**src/rtl/syscon_pkg.sv**
```systemverilog
package syscon_pkg;

    parameter int DATA_W  = 32;
    parameter int ADDR_W  = 6;
    parameter int GPIO_W  = 16;
    parameter int IRQ_N   = 17;
    parameter int DUTY_W  = 16;

    // word addresses (byte offset / 4)
    localparam logic [ADDR_W-1:0] W_IDENT    = 6'h00;
    localparam logic [ADDR_W-1:0] W_SCRATCH  = 6'h03;
    localparam logic [ADDR_W-1:0] W_IRQ_STAT = 6'h09;
    localparam logic [ADDR_W-1:0] W_CTRL     = 6'h0F;
    localparam logic [ADDR_W-1:0] W_IRQ_MASK = 6'h12;

    // control word field positions
    localparam int CTL_ADC_SEL = DUTY_W;
    localparam int CTL_MODE    = DUTY_W + 1;
    localparam int CTL_PWM_EN  = DUTY_W + 2;
    localparam int CTL_W       = DUTY_W + 3;

    // base word of a GPIO bank: bank 0 at 0x04, later banks from 0x10 in pairs
    function automatic logic [ADDR_W-1:0] bank_word(input int idx);
        logic [ADDR_W-1:0] w;
        if (idx == 0) begin
            w = 6'h04;
        end else begin
            w = ADDR_W'(6'h10 + 2 * (idx - 1));
        end
        return w;
    endfunction

    // expand byte lane enables to a bit mask
    function automatic logic [DATA_W-1:0] lane_mask(input logic [DATA_W/8-1:0] be);
        logic [DATA_W-1:0] m;
        for (int b = 0; b < DATA_W / 8; b++) begin
            m[b*8 +: 8] = {8{be[b]}};
        end
        return m;
    endfunction

endpackage

```
**src/rtl/syscon_gpio_bank.sv**
```systemverilog
module syscon_gpio_bank
    import syscon_pkg::*;
#(
    parameter int SYNC_STAGES = 2
) (
    input  logic                  clk,
    input  logic                  rst_n,
    input  logic                  set_we,
    input  logic                  clr_we,
    input  logic [DATA_W/8-1:0]   be,
    input  logic [DATA_W-1:0]     wdata,
    input  logic [GPIO_W-1:0]     pad_in,
    output logic [GPIO_W-1:0]     level,
    output logic [GPIO_W-1:0]     dout,
    output logic [GPIO_W-1:0]     oe
);

    typedef struct packed {
        logic [SYNC_STAGES-1:0][GPIO_W-1:0] sync;
        logic [GPIO_W-1:0]                  dout;
        logic [GPIO_W-1:0]                  oe;
    } bank_t;

    bank_t bank_d, bank_q;

    logic [DATA_W-1:0] wmask;
    logic [GPIO_W-1:0] data_bits;
    logic [GPIO_W-1:0] oe_bits;

    always_comb begin
        wmask     = lane_mask(be);
        data_bits = wdata[GPIO_W-1:0] & wmask[GPIO_W-1:0];
        oe_bits   = wdata[2*GPIO_W-1:GPIO_W] & wmask[2*GPIO_W-1:GPIO_W];

        bank_d      = bank_q;
        bank_d.sync = {bank_q.sync[SYNC_STAGES-2:0], pad_in};

        if (set_we) begin
            bank_d.dout = bank_q.dout | data_bits;
            bank_d.oe   = bank_q.oe   | oe_bits;
        end else if (clr_we) begin
            bank_d.dout = bank_q.dout & ~data_bits;
            bank_d.oe   = bank_q.oe   & ~oe_bits;
        end
    end

    always_ff @(posedge clk or negedge rst_n) begin
        if (!rst_n) begin
            bank_q <= '0;
        end else begin
            bank_q <= bank_d;
        end
    end

    assign level = bank_q.sync[SYNC_STAGES-1];
    assign dout  = bank_q.dout;
    assign oe    = bank_q.oe;

endmodule

```
**src/rtl/syscon_pwm.sv**
```systemverilog
module syscon_pwm
    import syscon_pkg::*;
(
    input  logic              clk,
    input  logic              rst_n,
    input  logic [DUTY_W-1:0] duty,
    output logic              pwm_out
);

    typedef struct packed {
        logic [DUTY_W-1:0] cnt;
        logic              out;
    } pwm_t;

    pwm_t pwm_d, pwm_q;

    always_comb begin
        pwm_d     = pwm_q;
        pwm_d.cnt = pwm_q.cnt + 1'b1;
        pwm_d.out = (pwm_q.cnt < duty);
    end

    always_ff @(posedge clk or negedge rst_n) begin
        if (!rst_n) begin
            pwm_q <= '0;
        end else begin
            pwm_q <= pwm_d;
        end
    end

    assign pwm_out = pwm_q.out;

endmodule

```
**src/rtl/syscon_regs.sv**
```systemverilog
module syscon_regs
    import syscon_pkg::*;
#(
    parameter logic [DATA_W-1:0] IDENT_WORD  = 32'h5C0C_0A11,
    parameter int                NUM_BANKS   = 2,
    parameter int                PWM_PIN     = 15,
    parameter int                SYNC_STAGES = 2,
    localparam int               PAD_W       = NUM_BANKS * GPIO_W
) (
    input  logic                 clk,
    input  logic                 rst_n,
    input  logic                 bus_sel,
    input  logic                 bus_we,
    input  logic [ADDR_W-1:0]    bus_waddr,
    input  logic [DATA_W/8-1:0]  bus_be,
    input  logic [DATA_W-1:0]    bus_wdata,
    output logic [DATA_W-1:0]    bus_rdata,
    input  logic [PAD_W-1:0]     pad_in,
    output logic [PAD_W-1:0]     pad_out,
    output logic [PAD_W-1:0]     pad_oe,
    input  logic [IRQ_N-1:0]     irq_src,
    output logic                 cpu_irq,
    output logic                 adc7_sel,
    output logic                 chan_mode
);

    typedef struct packed {
        logic [DATA_W-1:0] scratch;
        logic [IRQ_N-1:0]  mask;
        logic [CTL_W-1:0]  ctrl;
        logic              irq;
    } regs_t;

    regs_t regs_d, regs_q;

    logic              wr_en;
    logic              rd_en;
    logic [DATA_W-1:0] wmask;
    logic [DATA_W-1:0] rd_data;

    logic [GPIO_W-1:0] bank_level [NUM_BANKS];
    logic [PAD_W-1:0]  gp_dout;
    logic [PAD_W-1:0]  gp_oe;

    logic              pwm_en;
    logic [DUTY_W-1:0] pwm_duty;
    logic              pwm_wave;

    assign wr_en = bus_sel & bus_we;
    assign rd_en = bus_sel & ~bus_we;

    // ------------------------------------------------------------------
    // register next-state
    // ------------------------------------------------------------------
    always_comb begin
        wmask  = lane_mask(bus_be);
        regs_d = regs_q;

        if (wr_en) begin
            case (bus_waddr)
                W_SCRATCH: begin
                    regs_d.scratch = (regs_q.scratch & ~wmask)
                                   | (bus_wdata & wmask);
                end
                W_IRQ_MASK: begin
                    regs_d.mask = (regs_q.mask & ~wmask[IRQ_N-1:0])
                                | (bus_wdata[IRQ_N-1:0] & wmask[IRQ_N-1:0]);
                end
                W_CTRL: begin
                    regs_d.ctrl = (regs_q.ctrl & ~wmask[CTL_W-1:0])
                                | (bus_wdata[CTL_W-1:0] & wmask[CTL_W-1:0]);
                end
                default: begin
                end
            endcase
        end

        regs_d.irq = |(irq_src & regs_q.mask);
    end

    always_ff @(posedge clk or negedge rst_n) begin
        if (!rst_n) begin
            regs_q <= '0;
        end else begin
            regs_q <= regs_d;
        end
    end

    // ------------------------------------------------------------------
    // GPIO banks
    // ------------------------------------------------------------------
    for (genvar gi = 0; gi < NUM_BANKS; gi++) begin : g_bank
        logic set_hit;
        logic clr_hit;

        assign set_hit = wr_en && (bus_waddr == bank_word(gi));
        assign clr_hit = wr_en && (bus_waddr == bank_word(gi) + 1'b1);

        syscon_gpio_bank #(
            .SYNC_STAGES (SYNC_STAGES)
        ) u_bank (
            .clk    (clk),
            .rst_n  (rst_n),
            .set_we (set_hit),
            .clr_we (clr_hit),
            .be     (bus_be),
            .wdata  (bus_wdata),
            .pad_in (pad_in[gi*GPIO_W +: GPIO_W]),
            .level  (bank_level[gi]),
            .dout   (gp_dout[gi*GPIO_W +: GPIO_W]),
            .oe     (gp_oe[gi*GPIO_W +: GPIO_W])
        );
    end

    // ------------------------------------------------------------------
    // pulse generator and pin takeover
    // ------------------------------------------------------------------
    assign pwm_en   = regs_q.ctrl[CTL_PWM_EN];
    assign pwm_duty = regs_q.ctrl[DUTY_W-1:0];

    syscon_pwm u_pwm (
        .clk     (clk),
        .rst_n   (rst_n),
        .duty    (pwm_duty),
        .pwm_out (pwm_wave)
    );

    always_comb begin
        pad_out = gp_dout;
        pad_oe  = gp_oe;
        if (pwm_en) begin
            pad_out[PWM_PIN] = pwm_wave;
            pad_oe[PWM_PIN]  = 1'b1;
        end
    end

    // ------------------------------------------------------------------
    // read mux
    // ------------------------------------------------------------------
    always_comb begin
        rd_data = '0;
        if (rd_en) begin
            case (bus_waddr)
                W_IDENT:    rd_data = IDENT_WORD;
                W_SCRATCH:  rd_data = regs_q.scratch;
                W_IRQ_STAT: rd_data = {{(DATA_W-IRQ_N){1'b0}}, irq_src};
                W_IRQ_MASK: rd_data = {{(DATA_W-IRQ_N){1'b0}}, regs_q.mask};
                W_CTRL:     rd_data = {{(DATA_W-CTL_W){1'b0}}, regs_q.ctrl};
                default:    rd_data = '0;
            endcase
            for (int b = 0; b < NUM_BANKS; b++) begin
                if (bus_waddr == bank_word(b)) begin
                    rd_data = {{(DATA_W-GPIO_W){1'b0}}, bank_level[b]};
                end
            end
        end
    end

    assign bus_rdata = rd_data;
    assign cpu_irq   = regs_q.irq;
    assign adc7_sel  = regs_q.ctrl[CTL_ADC_SEL];
    assign chan_mode = regs_q.ctrl[CTL_MODE];

endmodule

```
**config.mk**
```make
export PLATFORM = sky130hd
export DESIGN_NAME = syscon_regs
export DESIGN_NICKNAME = d
export VERILOG_FILES = /design/src/rtl/syscon_pkg.sv /design/src/rtl/syscon_gpio_bank.sv /design/src/rtl/syscon_pwm.sv /design/src/rtl/syscon_regs.sv
export SDC_FILE = /design/constraint.sdc
export NUM_CORES = 1
export LEC_CHECK = 0
export BUFFER_PORTS_ARGS = -buffer_cell sky130_fd_sc_hd__buf_2
export CAP_MARGIN = 25
export CORE_MARGIN = 4
export CORE_UTILIZATION = 61
export CTS_BUF_LIST = sky130_fd_sc_hd__clkbuf_4 sky130_fd_sc_hd__clkbuf_8
export DETAILED_ROUTE_END_ITERATION = 12
export PLACE_DENSITY = 0.94
export SLEW_MARGIN = 20
export SYNTH_ARGS = -nofsm -noshare
export SYNTH_HDL_FRONTEND = slang
export SYNTH_SLANG_ARGS = --single-unit
export TNS_END_PERCENT = 10
```
**constraint.sdc**
```tcl
create_clock -name clk -period 3.6 [get_ports clk]
set_input_delay 0.36 -clock clk [delete_from_list [all_inputs] [get_ports clk]]
set_output_delay 0.36 -clock clk [all_outputs]
set_load 0.02 [all_outputs]
```
==> results of run 1 <==
[critical path, delay by kind of cell]
kind,cells,cell delay (ps)
AND/OR/NAND/NOR,2,1050
buffers and inverters,3,790
AO/OA/AOI/OAI,2,380
[per-stage QoR]
step	total power [mW]	hold WS, ps	worst slack [ps]	utilization (%)	std cells
2_1_floorplan	2.83	64.4	1250	-	809
6_report	5.16	113	649	75.5	1257
5_1_grt	5.34	99.5	519	75.5	1257
4_1_cts	5.16	99.0	720	75.5	1256
3_5_place_dp	3.04	335	709	68.8	1165
3_3_place_gp	3.02	331	760	68.8	1165
[routing by layer]
| layer | global-route usage (%) | part of all wire, % |
|---|---|---|
| met1 | 37.4 | 37 |
| met2 | 50.3 | 48 |
| met3 | 8.33 | 9.9 |
| met4 | 15.7 | 5.7 |
| met5 | 0 | 0 |
[logic make-up after synthesis]
logic type / synth area share (%)
buffers and inverters: 7.15
and+or+nand+nor: 10.8
xor gates and xnor gates: 1.38
DFF: 56.2
muxes: 14.6
AOI/OAI and AO/OA: 7.78
adders and majority gates: 2.10
[power by group through the flow]
| stage | logic, mW | registers (mW) | clock network (mW) |
|---|---|---|---|
| after global placement | 0.405 | 2.62 | 0 |
| after detailed placement | 0.418 | 2.62 | 0 |
| final | 0.456 | 2.59 | 2.12 |
| after CTS | 0.449 | 2.58 | 2.13 |
| after floorplan | 0.201 | 2.63 | 0 |
| after global routing | 0.493 | 2.59 | 2.25 |
[synthesized netlist by cell type (all sizes together), types with 13 or more instances]
cell and n:
a22oi 37, nand2 78, mux2 68, nor3 15
ha 16, dfrtp 214, nand3 20, mux2i 62
nor2 25, inv 81, a21oi 20, and3 13
buf 51
[what timing repair did]
| item | 4_1_cts | 5_1_grt |
|---|---|---|
| endpoints found under the setup margin | 0 | 0 |
| setup buffers | 0 | 0 |
| resized for setup | 0 | 0 |
| hold endpoints to repair | 47 | 0 |
| hold buffers | 33 | 0 |
[layout make-up]
type	count	area, um^2
flip-flops and latches	214	5360
clock buffers	55	676
inverters	81	304
well taps	211	264
clock inverters	3	17.5
repair buffers	239	1420
multi-input cells	453	3490
diodes	1	2.50
fillers	957	3730
[worst paths after layout]
path,startpoint,endpoint,slack [ps],cells past startpoint
max,bus_waddr[1],bus_rdata[9],650,7
min,bus_wdata[22],flop,110,2
max reg2reg,u_pwm.pwm_q[8],u_pwm.pwm_out,1610,5
min reg2reg,g_bank[0].u_bank.bank_d[63],g_bank[0].u_bank.level[15],340,0
max in group asynchronous,rst_n,g_bank[1].u_bank.bank_d[57],2030,3
min in group asynchronous,rst_n,asynchronous set/reset pin,520,2
==> out/results.ini, run 1 <==
[floorplan]
die_w_um=133
initial_core_util_pct=62.4
fp.dieArea_um2=17700
coreArea_um2=15300
io_pins=194
num_rows=45
die_h_um=133

[critical_path]
crit_path_cell_trace=buf_2 > nand4bb_1 > nor2_1 > buf_4 > a221oi_1 > a31oi_1 > buf_2
critPathLaunchType=input pin
endpoint_kind=output port
crit_top_cell=buf_2
path_max_fanout=15
worst_ep_arrival_time_ps=2590
critPathRequiredTime_ps=3240
cp_slowest_cell=nor2_1
critical_path.max_stage_delay_ps=570
critPathKind=in -> out

[synth]
ys_seq_elements=214
synthesis.area_um2=9530
yosys.area.top_type=dfrtp_1
synth_cells=809
netlist_top_cells_area=dfrtp_1 (56%), mux2_2 (7.7%), mux2i_1 (6.5%), inv_1 (3.2%), nand2_1 (3.1%)
syn-num-nets=920
yosys_most_used_dff=dfrtp_1
synth_cell_type_count=56
synth_edf_count=0
avgSynthCellArea_um2=11.8
async_flop_share_pct=100
seq_area_frac_synth_pct=56.2
yosys_warnings=0
synth_top_area_share_pct=56.2

[clock_tree]
clock_latency_ps=520
clock-root-buffer=clkbuf_8
cts_max_path_buffers=3
cts_htree_levels=2
cts.sinks=214
numCtsBuffers=34
cts_tree=built
path_clk_slew_ps=60

[power_and_ir_drop]
p_int_mw=3.88
powerDensity_nw_per_um2=448
clkPwrFrac_pct=41.0
switching_share_pct=24.9
power.switching_mw=1.28
leakage_nw=5.93
peakVddDrop_mv=0.331
seq_power_share_pct=50.1
combPwrFrac_pct=8.8

[layout]
syn_to_final_growth_pct=21.0
layout-drive-gt1-share_pct=34.1
final_common_cell=dfrtp_1
layout_common_cells=dfrtp_1 (214), buf_2 (192), inv_1 (81), nand2_1 (78), mux2_2 (65)
design_area_um2=11500
num-nets-final=1134

[drt]
drc_errors=0
ant_nets=0
routedWlPerCell_um=21.7
drt_iter0_drc=852
vias_per_cell=5.98
vias=7514
wl_um=27300
drt_first_pass_iters=5

[global_routing]
grt_pass1_vias=7710
overflow=0
grt_use_total_pct=30.6
grt_pass1_wl_um=42300
grt_max_degree=113
antenna_found_initial=1

[timing]
period_needed_ps=2950
worstMarginPinSlew_ps=881
fin_crit_sh_pct=82.0
setup_viol=0
final_hold_viol_count=0
max_freq_mhz=339
tns_ps=0
finClkSkew_ps=18.8
rsz0062_at_grt=no
slew_viol_final=0
slew_headroom_pct=41.3

[hold_path]
hold_class=in -> reg

[placed_design]
io_buffer_count=193
place_area_um2=10500
dp_hpwl_um=17600
gp_congestion=0.961

[flow_run]
drv_cap=0

[status]
status=completed

No activity file was read; power rests on OpenSTA's default activity.
==> inputs of run 2 (changes only) <==
--- a/config.mk
+++ b/config.mk
@@ -5,13 +5,14 @@
 export SDC_FILE = /design/constraint.sdc
 export NUM_CORES = 1
 export LEC_CHECK = 0
+export ABC_AREA = 1
 export BUFFER_PORTS_ARGS = -buffer_cell sky130_fd_sc_hd__buf_2
 export CAP_MARGIN = 25
 export CORE_MARGIN = 4
-export CORE_UTILIZATION = 61
+export CORE_UTILIZATION = 52
 export CTS_BUF_LIST = sky130_fd_sc_hd__clkbuf_4 sky130_fd_sc_hd__clkbuf_8
 export DETAILED_ROUTE_END_ITERATION = 12
-export PLACE_DENSITY = 0.94
+export PLACE_DENSITY = 0.86
 export SLEW_MARGIN = 20
 export SYNTH_ARGS = -nofsm -noshare
 export SYNTH_HDL_FRONTEND = slang
==> constraint.sdc (replaced) <==
create_clock -name clk -period 2.6 [get_ports clk]
set_input_delay 0.26 -clock clk [delete_from_list [all_inputs] [get_ports clk]]
set_output_delay 0.26 -clock clk [all_outputs]
set_load 0.02 [all_outputs]
==> run 2 against run 1 <==
Against the previous run:
- via count grew 13%
- final area grew 3.8%
- cell count grew 26%
- routed wire length grew 3.1%
- critical path depth grew 1
- worst hold slack lost 83 ps
- global-route usage shrank 4.2 points
- register-to-register slack lost 720 ps
- power grew 43%
- critical endpoint is now bus_rdata[31]
==> out/results.ini, run 2 <==
[timing]
tns_ps=0
fin_crit_sh_pct=87.4
hold_slack_ps=29.5
final_hold_viol_count=0
period_needed_ps=2270
worstMarginPinSlew_ps=728
rsz0062_at_grt=no
finClkSkew_ps=23.2
setup_viol=0
slew_headroom_pct=51.3
max_freq_mhz=440
slew_viol_final=0

[synth]
seq_area_frac_synth_pct=54.4
synth.most_common_cell=nand2_1
syn-num-nets=1213
netlist_top_cells_area=dfrtp_1 (54%), nand2_1 (8.8%), inv_1 (4.8%), o21ai_0 (4.6%), nor2_1 (3.7%)
yosys_most_used_dff=dfrtp_1
synth_cells=1102
yosys_warnings=0
ys_seq_elements=214
synthesis.area_um2=9840
synth_cell_type_count=37
synth_top_area_share_pct=54.4
synth_commonest_cells=nand2_1 (231), dfrtp_1 (214), inv_1 (126)
avgSynthCellArea_um2=8.93
synth_edf_count=0
async_flop_share_pct=100
yosys.area.top_type=dfrtp_1

[floorplan]
die_w_um=146
io_pins=194
die_h_um=146
num_rows=50
fp.dieArea_um2=21200
initial_core_util_pct=52.8
coreArea_um2=18600

[critical_path]
path_max_fanout=17
critical_path.max_stage_delay_ps=470
critical-path-top-delay-family=buffers and inverters
worst_ep_arrival_time_ps=2010
path_buf_inv=4
endpoint_kind=output port
critPathRequiredTime_ps=2340
cp_slowest_cell=inv_1
r2r_slack_ps=890
critPathLaunchType=input pin
crit_top_cell=buf_2
crit_path_cell_trace=buf_2 > nor2_2 > nand3_4 > inv_1 > buf_4 > nand2_1 > nor2_1 > buf_2
critPathKind=in -> out

[layout]
fin_util_pct=64.2
num-nets-final=1436
design_area_um2=12000
layout_common_cells=nand2_1 (231), dfrtp_1 (214), buf_2 (192), inv_1 (126), nor2_1 (98)
diodes=0
final_common_cell=nand2_1
ff_latch_area_um2=5360
syn_to_final_growth_pct=21.5
layout-drive-gt1-share_pct=23.2
multi_input_area_um2=3540
num-fill-cells=1469

[drt]
wl_um=28100
drt_first_pass_iters=5
drt_iter0_drc=806
vias_per_cell=5.39
vias=8524
ant_nets=0
routedWlPerCell_um=17.8
drc_errors=0

[placed_design]
dp_hpwl_um=19700
gp_congestion=0.937
place_area_um2=10800
io_buffer_count=193

[clock_tree]
cts_tree=built
cts_max_path_buffers=3
cts_htree_levels=2
clock-root-buffer=clkbuf_8
cts-resized-gates=0
post-cts-setup-buffer-count=0
numCtsBuffers=36
clock_latency_ps=540
path_clk_slew_ps=70
cts.sinks=214

[power_and_ir_drop]
leakage_nw=6.31
power_mw=7.37
powerDensity_nw_per_um2=616
peakVddDrop_mv=0.487

[global_routing]
overflow=0
antenna_found_initial=1
grt_pass1_wl_um=45100
grt_pass1_vias=8504
grt_max_degree=84
grt_use_total_pct=26.5

[status]
status=completed

[flow_run]
drv_cap=0

[hold_path]
hold_class=in -> reg

==> run 2: cell count changes in the layout (fill, tap and decap cells not counted), sizes merged, moves of 11 or more <==
cell         before  now
a21oi            20   39
o21ai             6  127
and3             13    1
inv              81  131
a22oi            37    0
nor2             25  108
mux2i            62    0
a31oi            11    0
dlygate4sd3      33   45
nand3            20   63
mux2             68   12
o21a              0   33
nand2            78  239
==> run 2: final cells by class <==
| class | instances | share of cell area (%) |
|---|---|---|
| Multi-Input combinational cell | 685 | 29.6 |
| Clock buffer | 50 | 5.33 |
| Timing Repair Buffer | 255 | 13.1 |
| Clock inverter | 10 | 0.554 |
| Tap cell | 234 | 2.45 |
| Sequential cell | 214 | 44.8 |
| Inverter | 133 | 4.19 |
==> run 2: report_power, final <==
group          switching, mW  internal [mW]
combinational          0.511          0.286
clock                   1.36           1.59
sequential            0.0965           3.52
==> run 2: logic make-up after synthesis <==
group,Yosys count,synth area share [%]
AO/OA/AOI/OAI,207,11.6
AND/OR/NAND/NOR,436,19.6
flip-flops,214,54.4
adder cells (fa/ha/maj),16,2.03
buffers and inverters,203,9.58
multiplexers,12,1.53
XOR/XNOR,14,1.25
==> run 2: tightest hold or removal path, delay by kind of cell <==
kind                   cells  cell delay, ps
buffers and inverters      2             200
AO/OA/AOI/OAI              1              70
==> run 2: path summary, 6_finish.rpt <==
kind,from,to,depth (start not counted)
setup / recovery,bus_waddr[3],bus_rdata[31],8
hold / removal,bus_wdata[10],flop,3
setup reg to reg,u_pwm.pwm_q[1],u_pwm.pwm_q[13],6
hold reg to reg,g_bank[1].u_bank.bank_d[61],g_bank[1].u_bank.level[13],0
max in group asynchronous,rst_n,asynchronous set/reset pin,3
min in group asynchronous,rst_n,u_pwm.pwm_q[1],2
==> run 2: layer usage <==
| metal | wire length, um | GRT usage [%] | part of all wire (%) |
|---|---|---|---|
| met5 | 18 | 0 | 0.064 |
| met1 | 11400 | 34.4 | 40 |
| met2 | 13000 | 42.4 | 46 |
| met4 | 1280 | 12.0 | 4.5 |
| met3 | 2410 | 6.54 | 8.6 |
==> run 2: metrics by stage <==
| step | instances | worst slack (ps) |
|---|---|---|
| after floorplan | 1102 | 876 |
| after global placement | 1476 | 488 |
| final | 1581 | 328 |
| after detailed placement | 1476 | 444 |
| after global routing | 1581 | 280 |
| after CTS | 1581 | 441 |
==> run 2: repair_timing <==
| action | CTS | global route |
|---|---|---|
| hold buffers | 45 | 0 |
| hold endpoints to repair | 121 | 0 |
| setup endpoints to repair | 0 | 0 |
==> inputs of run 3 (changes only) <==
--- a/config.mk
+++ b/config.mk
@@ -5,14 +5,13 @@
 export SDC_FILE = /design/constraint.sdc
 export NUM_CORES = 1
 export LEC_CHECK = 0
-export ABC_AREA = 1
 export BUFFER_PORTS_ARGS = -buffer_cell sky130_fd_sc_hd__buf_2
 export CAP_MARGIN = 25
 export CORE_MARGIN = 4
-export CORE_UTILIZATION = 52
+export CORE_UTILIZATION = 51
 export CTS_BUF_LIST = sky130_fd_sc_hd__clkbuf_4 sky130_fd_sc_hd__clkbuf_8
 export DETAILED_ROUTE_END_ITERATION = 12
-export PLACE_DENSITY = 0.86
+export PLACE_DENSITY = 0.85
 export SLEW_MARGIN = 20
 export SYNTH_ARGS = -nofsm -noshare
 export SYNTH_HDL_FRONTEND = slang
==> run 3 against run 2 <==
Against the previous run:
- final area is 0.78% lower
- clock power up 5%
- global-route usage fell by 1.6 points
- routed wire length fell by 8.3%
- largest cell class unchanged
- combinational power is 19% lower
- largest power group unchanged
- sequential cell count is the same
- cell count is 17% lower
- fmax down 9.3%
==> out/results.ini, run 3 (synthesized netlist as in run 1, its figures left out) <==
[global_routing]
gr-usage-met1_pct=31.7
grt_pass1_wl_um=40000
grt_pass1_vias=7595
grt_use_total_pct=24.8
grt_max_degree=82
overflow=0
gr-usage-met2_pct=40.6
grt_use_met3_pct=5.32
grt_busiest_layer=met2
antenna_found_initial=1

[critical_path]
r2r_start=u_pwm.pwm_q[3]
critPathKind=in -> out
critPathRequiredTime_ps=2340
worst_ep_arrival_time_ps=2240
r2r-end=u_pwm.pwm_q[14]
crit_start=bus_waddr[2]
endpoint_kind=output port
r2r_cells=4
r2r_slack_ps=670
critPathLaunchType=input pin
path_max_fanout=12

[power_and_ir_drop]
leakage_nw=6.09
peakVddDrop_mv=0.497
powerDensity_nw_per_um2=618

[drt]
drt_first_pass_iters=5
wl_um=25800
ant_nets=0
vias=7310
routedWlPerCell_um=19.7
drc_errors=0
vias_per_cell=5.59
drt_iter0_drc=422

[placed_design]
place_area_um2=10600
gp_congestion=0.935
dp_hpwl_um=18100
io_buffer_count=193

[clock_tree]
cts_htree_levels=2
clock_latency_ps=530
cts-resized-gates=0
post-cts-setup-buffer-count=0
path_clk_slew_ps=60
cts_tree=built
clock-root-buffer=clkbuf_8
postCtsHoldBufs=46
cts.sinks=214
numCtsBuffers=36
cts_max_path_buffers=3

[layout]
syn_to_final_growth_pct=24.6
num-fill-cells=1343
num-nets-final=1159
design_area_um2=11900
ff_latch_area_um2=5360
multi_input_area_um2=3500
layout-drive-gt1-share_pct=34.7
layout_common_cells=dfrtp_1 (214), buf_2 (192), inv_1 (81), nand2_1 (78), mux2_2 (65)
final_common_cell=dfrtp_1

[hold_path]
hold_depth=2
min_from=bus_wdata[17]
hold_class=in -> reg

[timing]
final_hold_viol_count=0
setup_viol=0
fin_crit_sh_pct=96.3
finClkSkew_ps=20.1
hold_slack_ps=25.9
slew_headroom_pct=39.1
rsz0062_at_grt=no
tns_ps=0
max_freq_mhz=399
period_needed_ps=2500
slew_viol_final=0
worstMarginPinSlew_ps=906

[floorplan]
initial_core_util_pct=52.5
num_rows=49
die_h_um=145
fp.dieArea_um2=20900
die_w_um=145
io_pins=194
coreArea_um2=18100

[status]
status=completed

[flow_run]
drv_cap=0

## run 3: critical path, stage by stage
cell	delay, ps
buf_2	160
or4b_1	680
nor3_4	230
buf_4	270
a22oi_1	120
a31oi_1	290
buf_2	230
## run 3: metrics by stage
step	worst slack (ps)	total power [mW]	instances	utilization [%]
3_5_place_dp	190	4.22	1193	58.6
5_1_grt	35.8	7.63	1305	65.4
6_report	95.5	7.34	1307	65.4
4_1_cts	179	7.40	1304	65.4
3_3_place_gp	253	4.20	1193	58.6
2_1_floorplan	454	3.92	809	-
## run 3: power by group
| part | internal (mW) | switching (mW) | total [mW] |
|---|---|---|---|
| Sequential | 3.49 | 0.0865 | 3.58 |
| Combinational | 0.261 | 0.386 | 0.646 |
| Clock | 1.74 | 1.37 | 3.11 |
| Total | 5.49 | 1.85 | 7.34 |
## run 3: layout make-up
| type | count | share of cell area, % |
|---|---|---|
| multi-input combinational | 453 | 29.5 |
| antenna | 3 | 0.0632 |
| timing repair buffer | 262 | 14.0 |
| clock inverter | 9 | 0.516 |
| sequential | 214 | 45.1 |
| tap | 229 | 2.41 |
| clock buffer | 56 | 5.91 |
| inverter | 81 | 2.56 |
## run 3: per-layer routing
layer  routed length (um)  up-vias
met3                 1930       84
met2                12400      346
met1                10300     3619
met4                 1150        0
met5                    0        -
li1                     -     3261
## run 3: worst max path at each step
stage | cells past startpoint | end | slack, ps
4_1_cts | 7 | bus_rdata[2] | 180
2_1_floorplan | 7 | bus_rdata[17] | 450
3_3_place_gp | 7 | bus_rdata[2] | 250
5_1_grt | 7 | bus_rdata[2] | 40
6_report | 7 | bus_rdata[2] | 100
3_5_place_dp | 7 | bus_rdata[2] | 190
